`src/rtl/tce_pkg.sv`:
```
package tce_pkg;
    typedef enum logic [1:0] {
        SRC_TIMER = 2'b00,
        SRC_SYNC  = 2'b01,
        SRC_ASYNC = 2'b10,
        SRC_RSVD  = 2'b11
    } src_e;

    typedef enum logic {
        ST_STOPPED = 1'b0,
        ST_RUNNING = 1'b1
    } run_e;

    localparam logic [3:0] CMP_RESTART = 4'b1011;
    localparam logic [1:0] CMP_FAMILY  = 2'b10;
endpackage

```
`src/rtl/tce_byte_reg.sv`:
```
module tce_byte_reg #(
    parameter int REG_W  = 16,
    parameter int BYTE_W = 8,
    localparam int NB    = REG_W / BYTE_W
) (
    input  logic              clk,
    input  logic              rst,
    input  logic [NB-1:0]     byte_we,
    input  logic [BYTE_W-1:0] wr_byte,
    output logic [REG_W-1:0]  q
);
    for (genvar b = 0; b < NB; b++) begin : g_byte
        always_ff @(posedge clk) begin
            if (rst) begin
                q[b*BYTE_W +: BYTE_W] <= '0;
            end else if (byte_we[b]) begin
                q[b*BYTE_W +: BYTE_W] <= wr_byte;
            end
        end
    end
endmodule

```
`src/rtl/tce_counter.sv`:
```
module tce_counter #(
    parameter int REG_W  = 16,
    parameter int BYTE_W = 8,
    localparam int NB    = REG_W / BYTE_W
) (
    input  logic              clk,
    input  logic              rst,
    input  logic [NB-1:0]     byte_we,
    input  logic [BYTE_W-1:0] wr_byte,
    input  logic              step,
    input  logic              evt_clear,
    output logic [REG_W-1:0]  q,
    output logic              wrap
);
    logic             any_we;
    logic [REG_W-1:0] nxt;

    assign any_we = |byte_we;
    // Wrap only on a plain count step: writes and restarts override it.
    assign wrap   = step && !any_we && !evt_clear && (&q);

    always_comb begin
        nxt = q;
        if (any_we) begin
            for (int b = 0; b < NB; b++) begin
                if (byte_we[b]) nxt[b*BYTE_W +: BYTE_W] = wr_byte;
            end
        end else if (evt_clear) begin
            nxt = '0;
        end else if (step) begin
            nxt = q + 1'b1;
        end
    end

    always_ff @(posedge clk) begin
        if (rst) q <= '0;
        else     q <= nxt;
    end

    // a written byte survives a coincident restart
    p_write_wins_r10: assert property (@(posedge clk) disable iff (rst)
        (evt_clear && byte_we[0]) |=> q[BYTE_W-1:0] == $past(wr_byte));
endmodule

```
`src/rtl/tce_cmp_unit.sv`:
```
module tce_cmp_unit
    import tce_pkg::*;
#(
    parameter int REG_W = 16
) (
    input  logic [REG_W-1:0] tmr,
    input  logic [REG_W-1:0] cmp,
    input  logic             step,
    input  logic [3:0]       cmp_mode,
    input  logic [1:0]       src_mode,
    output logic             hit,
    output logic             evt,
    output logic             evt_clear
);
    logic equal;

    assign equal     = (tmr == cmp);
    assign hit       = step && equal && (cmp_mode[3:2] == CMP_FAMILY);
    assign evt       = hit && (cmp_mode == CMP_RESTART);
    assign evt_clear = evt && (src_e'(src_mode) != SRC_ASYNC);
endmodule

```
`src/rtl/tce_timer_top.sv`:
```
module tce_timer_top
    import tce_pkg::*;
#(
    parameter int TMR_W  = 16,
    parameter int BYTE_W = 8,
    localparam int NB    = TMR_W / BYTE_W
) (
    input  logic              clk,
    input  logic              rst,
    input  logic              cnt_en,
    input  logic              tmr_on,
    input  logic [1:0]        src_mode,
    input  logic [3:0]        cmp_mode,
    input  logic [NB-1:0]     tmr_byte_we,
    input  logic [NB-1:0]     cmp_byte_we,
    input  logic [BYTE_W-1:0] wr_byte,
    input  logic              adc_en,
    input  logic              ovf_clr,
    input  logic              match_clr,
    output logic [TMR_W-1:0]  tmr_value,
    output logic              ovf_flag,
    output logic              match_flag,
    output logic              adc_start
);
    run_e             state_q, state_d;
    logic             step;
    logic             wrap, hit, evt, evt_clear;
    logic [TMR_W-1:0] cmp_q;

    // State register
    always_ff @(posedge clk) begin
        if (rst) state_q <= ST_STOPPED;
        else     state_q <= state_d;
    end

    // Transitions START and HALT
    always_comb begin
        state_d = state_q;
        unique case (state_q)
            ST_STOPPED: if (tmr_on)  state_d = ST_RUNNING;
            ST_RUNNING: if (!tmr_on) state_d = ST_STOPPED;
            default:                 state_d = ST_STOPPED;
        endcase
    end

    // Outputs of the state machine
    always_comb begin
        step = 1'b0;
        unique case (state_q)
            ST_STOPPED: step = 1'b0;
            ST_RUNNING: step = cnt_en;
            default:    step = 1'b0;
        endcase
    end

    tce_byte_reg #(.REG_W(TMR_W), .BYTE_W(BYTE_W)) i_cmp_reg (
        .clk     (clk),
        .rst     (rst),
        .byte_we (cmp_byte_we),
        .wr_byte (wr_byte),
        .q       (cmp_q)
    );

    tce_cmp_unit #(.REG_W(TMR_W)) i_cmp_unit (
        .tmr       (tmr_value),
        .cmp       (cmp_q),
        .step      (step),
        .cmp_mode  (cmp_mode),
        .src_mode  (src_mode),
        .hit       (hit),
        .evt       (evt),
        .evt_clear (evt_clear)
    );

    tce_counter #(.REG_W(TMR_W), .BYTE_W(BYTE_W)) i_counter (
        .clk       (clk),
        .rst       (rst),
        .byte_we   (tmr_byte_we),
        .wr_byte   (wr_byte),
        .step      (step),
        .evt_clear (evt_clear),
        .q         (tmr_value),
        .wrap      (wrap)
    );

    always_ff @(posedge clk) begin
        if (rst) begin
            ovf_flag   <= 1'b0;
            match_flag <= 1'b0;
            adc_start  <= 1'b0;
        end else begin
            if (wrap)         ovf_flag <= 1'b1;
            else if (ovf_clr) ovf_flag <= 1'b0;
            if (hit)            match_flag <= 1'b1;
            else if (match_clr) match_flag <= 1'b0;
            adc_start <= evt && adc_en;
        end
    end

    // a stopped timer with no write holds its value
    p_hold_stopped_r2: assert property (@(posedge clk) disable iff (rst)
        (state_q == ST_STOPPED && tmr_byte_we == '0) |=> tmr_value == $past(tmr_value));

    // match flag is sticky until cleared
    p_match_sticky_r5: assert property (@(posedge clk) disable iff (rst)
        (match_flag && !match_clr) |=> match_flag);

    // strobe only follows an enabled converter
    p_adc_gate_r7: assert property (@(posedge clk) disable iff (rst)
        adc_start |-> $past(adc_en));

    // a restart never raises the overflow flag
    p_no_overflow_r8: assert property (@(posedge clk) disable iff (rst)
        (evt_clear && !ovf_flag) |=> !ovf_flag);

    // asynchronous source keeps counting through a restart match
    p_async_counts_r9: assert property (@(posedge clk) disable iff (rst)
        (evt && src_e'(src_mode) == SRC_ASYNC && tmr_byte_we == '0)
        |=> tmr_value == $past(tmr_value) + 16'd1);
endmodule

```
`config.mk`:
```
export PLATFORM = sky130hd
export DESIGN_NAME = tce_timer_top
export DESIGN_NICKNAME = d
export VERILOG_FILES = /design/src/rtl/tce_pkg.sv /design/src/rtl/tce_byte_reg.sv /design/src/rtl/tce_counter.sv /design/src/rtl/tce_cmp_unit.sv /design/src/rtl/tce_timer_top.sv
export SDC_FILE = /design/constraint.sdc
export NUM_CORES = 1
export LEC_CHECK = 0
export BUFFER_PORTS_ARGS = -buffer_cell sky130_fd_sc_hd__buf_2
export CAP_MARGIN = 30
export CORE_ASPECT_RATIO = 0.7
export CORE_UTILIZATION = 54
export DETAILED_ROUTE_END_ITERATION = 12
export GPL_ROUTABILITY_DRIVEN = 1
export PLACE_DENSITY = 0.8
export SYNTH_ARGS = -nofsm -noshare
export SYNTH_HDL_FRONTEND = slang
export SYNTH_SLANG_ARGS = --single-unit
```
`constraint.sdc`:
```
create_clock -name clk -period 2.2 [get_ports clk]
set_input_delay 0.22 -clock clk [delete_from_list [all_inputs] [get_ports clk]]
set_output_delay 0.22 -clock clk [all_outputs]
set_load 0.1 [all_outputs]
```
==> results of run 1 <==
## registers in the layout, indices dropped and copies added, names as in the netlist
name / count
ovf_flag: 1
i_cmp_reg.q: 16
i_counter.q: 16
match_flag: 1
adc_start: 1
state_q: 1
## report_power, final
part           internal [mW]  switching, mW  total [mW]
Clock                  0.218          0.227       0.445
Sequential             0.694         0.0463       0.740
Combinational          0.119          0.284       0.403
Total                   1.03          0.557        1.59
## cell usage in the layout, fill, tap and decap left out, types with 2 or more instances in the layout
cell      instances
buf_2            43
nor2_1           30
dfxtp_1          20
nand3_1          16
mux2i_1          16
xnor2_1          15
nand2_1          14
dfxtp_2          14
a22oi_1          12
a31oi_1           9
a21oi_1           8
buf_4             8
o21ai_0           7
nor3_1            5
and3_1            5
clkbuf_8          5
nor4_1            4
nand4b_1          3
nand3b_1          3
a311oi_1          3
nand4_1           3
or4b_1            3
inv_1             2
nand4_2           2
or2_2             2
and4_1            2
nor2b_1           2
nand2b_1          2
clkbuf_1          2
dfxtp_4           2
## kinds of logic (layout without fill, tap and decap cells)
group / after synthesis / in the layout / synth area share
AO/OA/AOI/OAI: 41 / 41 / 0.144
adder cells (fa/ha/maj): 1 / 1 / 0.00634
XOR/XNOR: 16 / 16 / 0.0711
flip-flops: 36 / 36 / 0.365
buffers and inverters: 18 / 60 / 0.0450
AND/OR/NAND/NOR: 102 / 102 / 0.287
multiplexers: 16 / 16 / 0.0812
## through the flow
step | cell area (µm²) | hold slack, ns | setup slack (ns)
floorplan | 2000 | 0.348 | 0.0151
global placement | 2250 | 0.427 | 0.258
detailed placement | 2250 | 0.433 | 0.190
CTS | 2330 | 0.146 | 0.187
global route | 2330 | 0.158 | 0.0400
finish | 2330 | 0.147 | 0.187
## layer usage
layer  global-route usage  vias up
li1                     -      920
met2                0.447       87
met1                0.436      865
met3               0.0731        2
met5                    0        -
met4               0.0472        0
## worst paths after layout
check                                      from         endpoint  slack, ns  cells after the start
worst max-delay path            i_counter.q[10]  i_counter.q[10]       0.19                      6
worst min-delay path                     tmr_on          state_q       0.15                      2
worst max register to register  i_counter.q[10]  i_counter.q[10]       0.19                      6
worst min register to register         ovf_flag         ovf_flag       0.47                      2
## layout make-up
cell class              count  area [µm²]  area share
well taps                  47        58.8      0.0253
multi-input cells         176        1160       0.500
flip-flops and latches     36         746       0.321
inverters                   2        7.51     0.00323
repair buffers             51         275       0.118
clock buffers               7        76.3      0.0328
## worst max-delay path, stage by stage, from the launching register on
cell     delay (ns)
dfxtp_2        0.43
xnor2_1        0.09
nand3_1        0.14
nor3_2         0.09
a31oi_4        0.50
or4b_1         0.49
a31oi_1        0.19
==> results.tsv, run 1 <==
metric	value	unit
status	finished, final reports clean	
Clock transition at path regs	0.07	ns
grt ovf	0	
Starting Density	0.594	
async set-or-reset flop fraction in the synthesized netlist	0	
Setup Viol. Count Final	0	
CTS tree	built	
htree depth	2	
clk buf depth	2	
Die Y-Extent	52.6	µm
setup TNS	0	ns
min cycle time layout	2.01	ns
Post-Syn Nets	256	
fin. max-slew vios	0	
Cell variety after synth	37	
area of the mapped netlist	0.00197	mm²
Setup crit end kind	flip-flop	
Final period util	0.915	
Final nets	298	
worst path arrival time	2.20	ns
Crit Path Category	reg2reg	
RSZ-0062 raised after global routing	no	
Iter 0 DRT Violations	149	
M1 WL	2.47	mm
placed instance count	312	
Avg Inst Size Synth	8.57	µm²
Post-DP HPWL	3.73	mm
Slew @ Worst Pin	0.660	ns
layout cells sized above 1	0.301	
Hold Buf Count CTS	0	
synth cell count leaders	36 x dfxtp_1, 30 x nor2_1, 16 x mux2i_1, 16 x nand3_1, 15 x xnor2_1	
total power	1.59	mW
post-synth top area share	0.365	
Pre-antenna DRT Iters	4	
EDFF count, synth	0	
initial antenna violation count	0	
Power Dens Cells	683	mW/mm²
routed wl met3	466	µm
Fillers	292	
register area share after synthesis	0.365	
vias per std cell	5.87	
drt drc	0	
Final Instance Count excl. Fillers	319	
largest fanout on the critical path	21	
die area	0.00390	mm²
Setup crit start kind	flip-flop	
Max-slew headroom	0.560	
Final Hold Violating Endpoints	0	
largest net degree at the start of global routing	37	
via count	1874	
chip width	74.2	µm
highest routed layer	met4	
CTS Sinks	36	
Synth area leaders	dfxtp_1 37%, mux2i_1 8.1%, xnor2_1 6.7%	
routability congestion estimate	0.924	
WL met2	2.20	mm
peak supply drop	0.000590	V
Routed Antenna Nets	0	
max cap viols	0	
cell taking the most area after synthesis	dfxtp_1	
vias in the first global route	1656	
Most used DFF post-synth	dfxtp_1	
Root Buffer Master	clkbuf_8	
post-cts resize count	0	
first-pass GRT wire length	8.45	mm
area delta synth->final	18.0	%
Overall Global Routing Usage	0.298	
WL final	5.15	mm
DR WL/cell	16.1	µm
Post-Syn Instances	230	
Cell Rows	17	
TritonCTS Buffers	5	
count leader, synth	dfxtp_1	
Ports	44	
Core Region	0.00332	mm²
Setup Fix Bufs, Post-CTS	0	
Achievable Freq	497	MHz
post-layout util	0.701	
total inserted antenna cells	0	
Hold Crit Class	in2reg	
required time worst endpoint	2.39	ns
I/O Buffers	43	
YS warnings	0	
Worst Skew	0.00827	ns
worst-skew pair later-pin latency	0.28	ns
P_leak	0.939	nW
number of synthesized register bits	36	
No activity file was read; power rests on OpenSTA's default activity.
==> run 2, diff against run 1 <==
Settings changed: MAX_ROUTING_LAYER set to met4, SETUP_SLACK_MARGIN set to 0.3.
==> run 2 against run 1 <==
Non-clock buffer count down 1; total power increased by 7.7%; sequential share of layout area is 0.82 points lower; final cell count rose by 0.94%; critical path depth increased by 1; combinational power increased by 2%; sequential power rose by 0.5%; maximum frequency increased by 3.8%; register-to-register slack gained 0.07 ns; wire length is 14% higher; final area increased by 5.2%.
==> results.tsv, run 2 (synthesis results as in run 1) <==
metric	value	unit	change
Iter 0 DRT Violations	201		+35%
cells along the critical path	xor2_1 > or4b_4 > nor3_4 > buf_12 > a31oi_4 > or4b_1 > a31oi_1		
Setup crit start kind	flip-flop		
fin. max-slew vios	0		unchanged
via count	1994		+6.4%
Setup crit end kind	flip-flop		
dpl cell area	0.00223	mm²	-0.89%
post-route worst setup slack	0.260	ns	+0.0732 ns
WL final	5.86	mm	+14%
chip width	74.2	µm	unchanged
htree depth	2		unchanged
Achievable Freq	516	MHz	+3.8%
worst path arrival time	2.09	ns	-0.11 ns
worst-skew pair later-pin latency	0.31	ns	+0.03 ns
grt ovf	0		unchanged
layout cells sized above 1	0.327		+0.0258
largest net degree at the start of global routing	37		unchanged
Final nets	300		+0.67%
Final Hold Violating Endpoints	0		unchanged
Core Region	0.00332	mm²	unchanged
setup TNS	0	ns	unchanged
CTS Sinks	36		unchanged
Setup Viol. Count Final	0		unchanged
total inserted antenna cells	0		unchanged
initial antenna violation count	0		unchanged
Die Y-Extent	52.6	µm	unchanged
Overall Global Routing Usage	0.350		+0.0522
Hold Crit Class	in2reg		
post-layout util	0.738		+0.0366
P_leak	0.970	nW	+3.3%
max cap viols	0		unchanged
total power	1.71	mW	+7.7%
Slew @ Worst Pin	1.03	ns	+0.372 ns
power share of the clock group	0.325		+0.045
Post-DP HPWL	3.95	mm	+6.0%
min cycle time layout	1.94	ns	-0.0732 ns
RSZ-0062 raised after global routing	yes		
status	finished, final reports clean		
Clock transition at path regs	0.07	ns	about the same
CTS tree	built		
Power Dens Cells	699	mW/mm²	+2.4%
largest fanout on the critical path	6		-71%
Final Instance Count excl. Fillers	322		+0.94%
Cell Rows	17		unchanged
Final period util	0.882		-0.0333
clk buf depth	2		unchanged
commonest non-fill, non-tap cells in the layout	43 x buf_2, 29 x nor2_1, 19 x dfxtp_1		
vias in the first global route	1848		+12%
TritonCTS Buffers	5		unchanged
switching power share of the total	0.357		+0.00612
Pre-antenna DRT Iters	5		+1
final hold slack	0.140	ns	-0.00658 ns
DR WL/cell	18.2	µm	+13%
Int Pwr	1.10	mW	+6.7%
placed instance count	307		-1.6%
Root Buffer Master	clkbuf_8		
Hold Buf Count CTS	0		unchanged
routability congestion estimate	0.926		+0.24%
peak supply drop	0.000501	V	-15%
Starting Density	0.594		unchanged
drt drc	0		unchanged
largest registers	i_cmp_reg.q x16, i_counter.q x16		
most common cell after layout, fill and taps aside	buf_2		
Crit Path Category	reg2reg		
area delta synth->final	24.1	%	
Ports	44		unchanged
Max-slew headroom	0.312		-0.248
Routed Antenna Nets	0		unchanged
vias per std cell	6.19		+5.4%
required time worst endpoint	2.35	ns	-0.04 ns
die area	0.00390	mm²	unchanged
I/O Buffers	43		unchanged
combinational share of power	0.241		-0.013
cell area after layout	0.00245	mm²	+5.2%
Max stage delay on crit path	0.54	ns	+0.04 ns
Max stage delay cell, worst path	or4b_4		
Seq pwr share	0.435		-0.031
Place WS	0.200	ns	+0.0101 ns
Worst Skew	0.0118	ns	+0.00354 ns
first-pass GRT wire length	9.36	mm	+11%
net switching power	0.611	mW	+9.6%
==> run 2: worst paths after layout <==
check	end	slack [ns]	cells past startpoint	from
worst min-delay path	state_q	0.14	2	tmr_on
worst min register to register	ovf_flag	0.50	2	ovf_flag
worst max register to register	i_counter.q[14]	0.26	7	i_counter.q[13]
worst max-delay path	i_counter.q[14]	0.26	7	i_counter.q[13]
==> run 2: repair_timing <==
item,CTS,global route
resized for setup,4,6
setup endpoints to repair,13,18
pin swaps,7,6
cloned,3,0
setup buffers,2,2
==> run 2: critical path, delay by kind of cell, from the launching register on <==
family / cells / cell delay [ns]
and+or+nand+nor: 3 / 0.94
buffers and inverters: 1 / 0.16
xor gates and xnor gates: 1 / 0.14
AOI/OAI and AO/OA: 2 / 0.21
DFF: 1 / 0.35
==> run 2: layout make-up <==
| cell class | count | area (µm²) |
|---|---|---|
| clock buffer | 6 | 93.8 |
| clock inverter | 2 | 11.3 |
| fill | 266 | 871 |
| inverter | 2 | 7.51 |
| multi-input combinational | 179 | 1230 |
| sequential | 36 | 764 |
| tap | 47 | 58.8 |
| timing repair buffer | 50 | 280 |
==> run 2: metal layers <==
| layer | part of all wire | global-route usage | vias up |
|---|---|---|---|
| met2 | 0.42 | 0.512 | 132 |
| met1 | 0.44 | 0.442 | 909 |
| met3 | 0.12 | 0.123 | 13 |
| met4 | 0.021 | 0.138 | 0 |
| met5 | 0 | - | - |
| li1 | - | - | 940 |
==> run 2: power by group through the flow <==
stage	sequential (mW)	clock, mW	combinational (mW)
2_1_floorplan	0.881	0	0.172
3_3_place_gp	0.756	0	0.380
3_5_place_dp	0.758	0	0.383
4_1_cts	0.742	0.556	0.402
5_1_grt	0.750	0.584	0.435
6_report	0.744	0.555	0.412
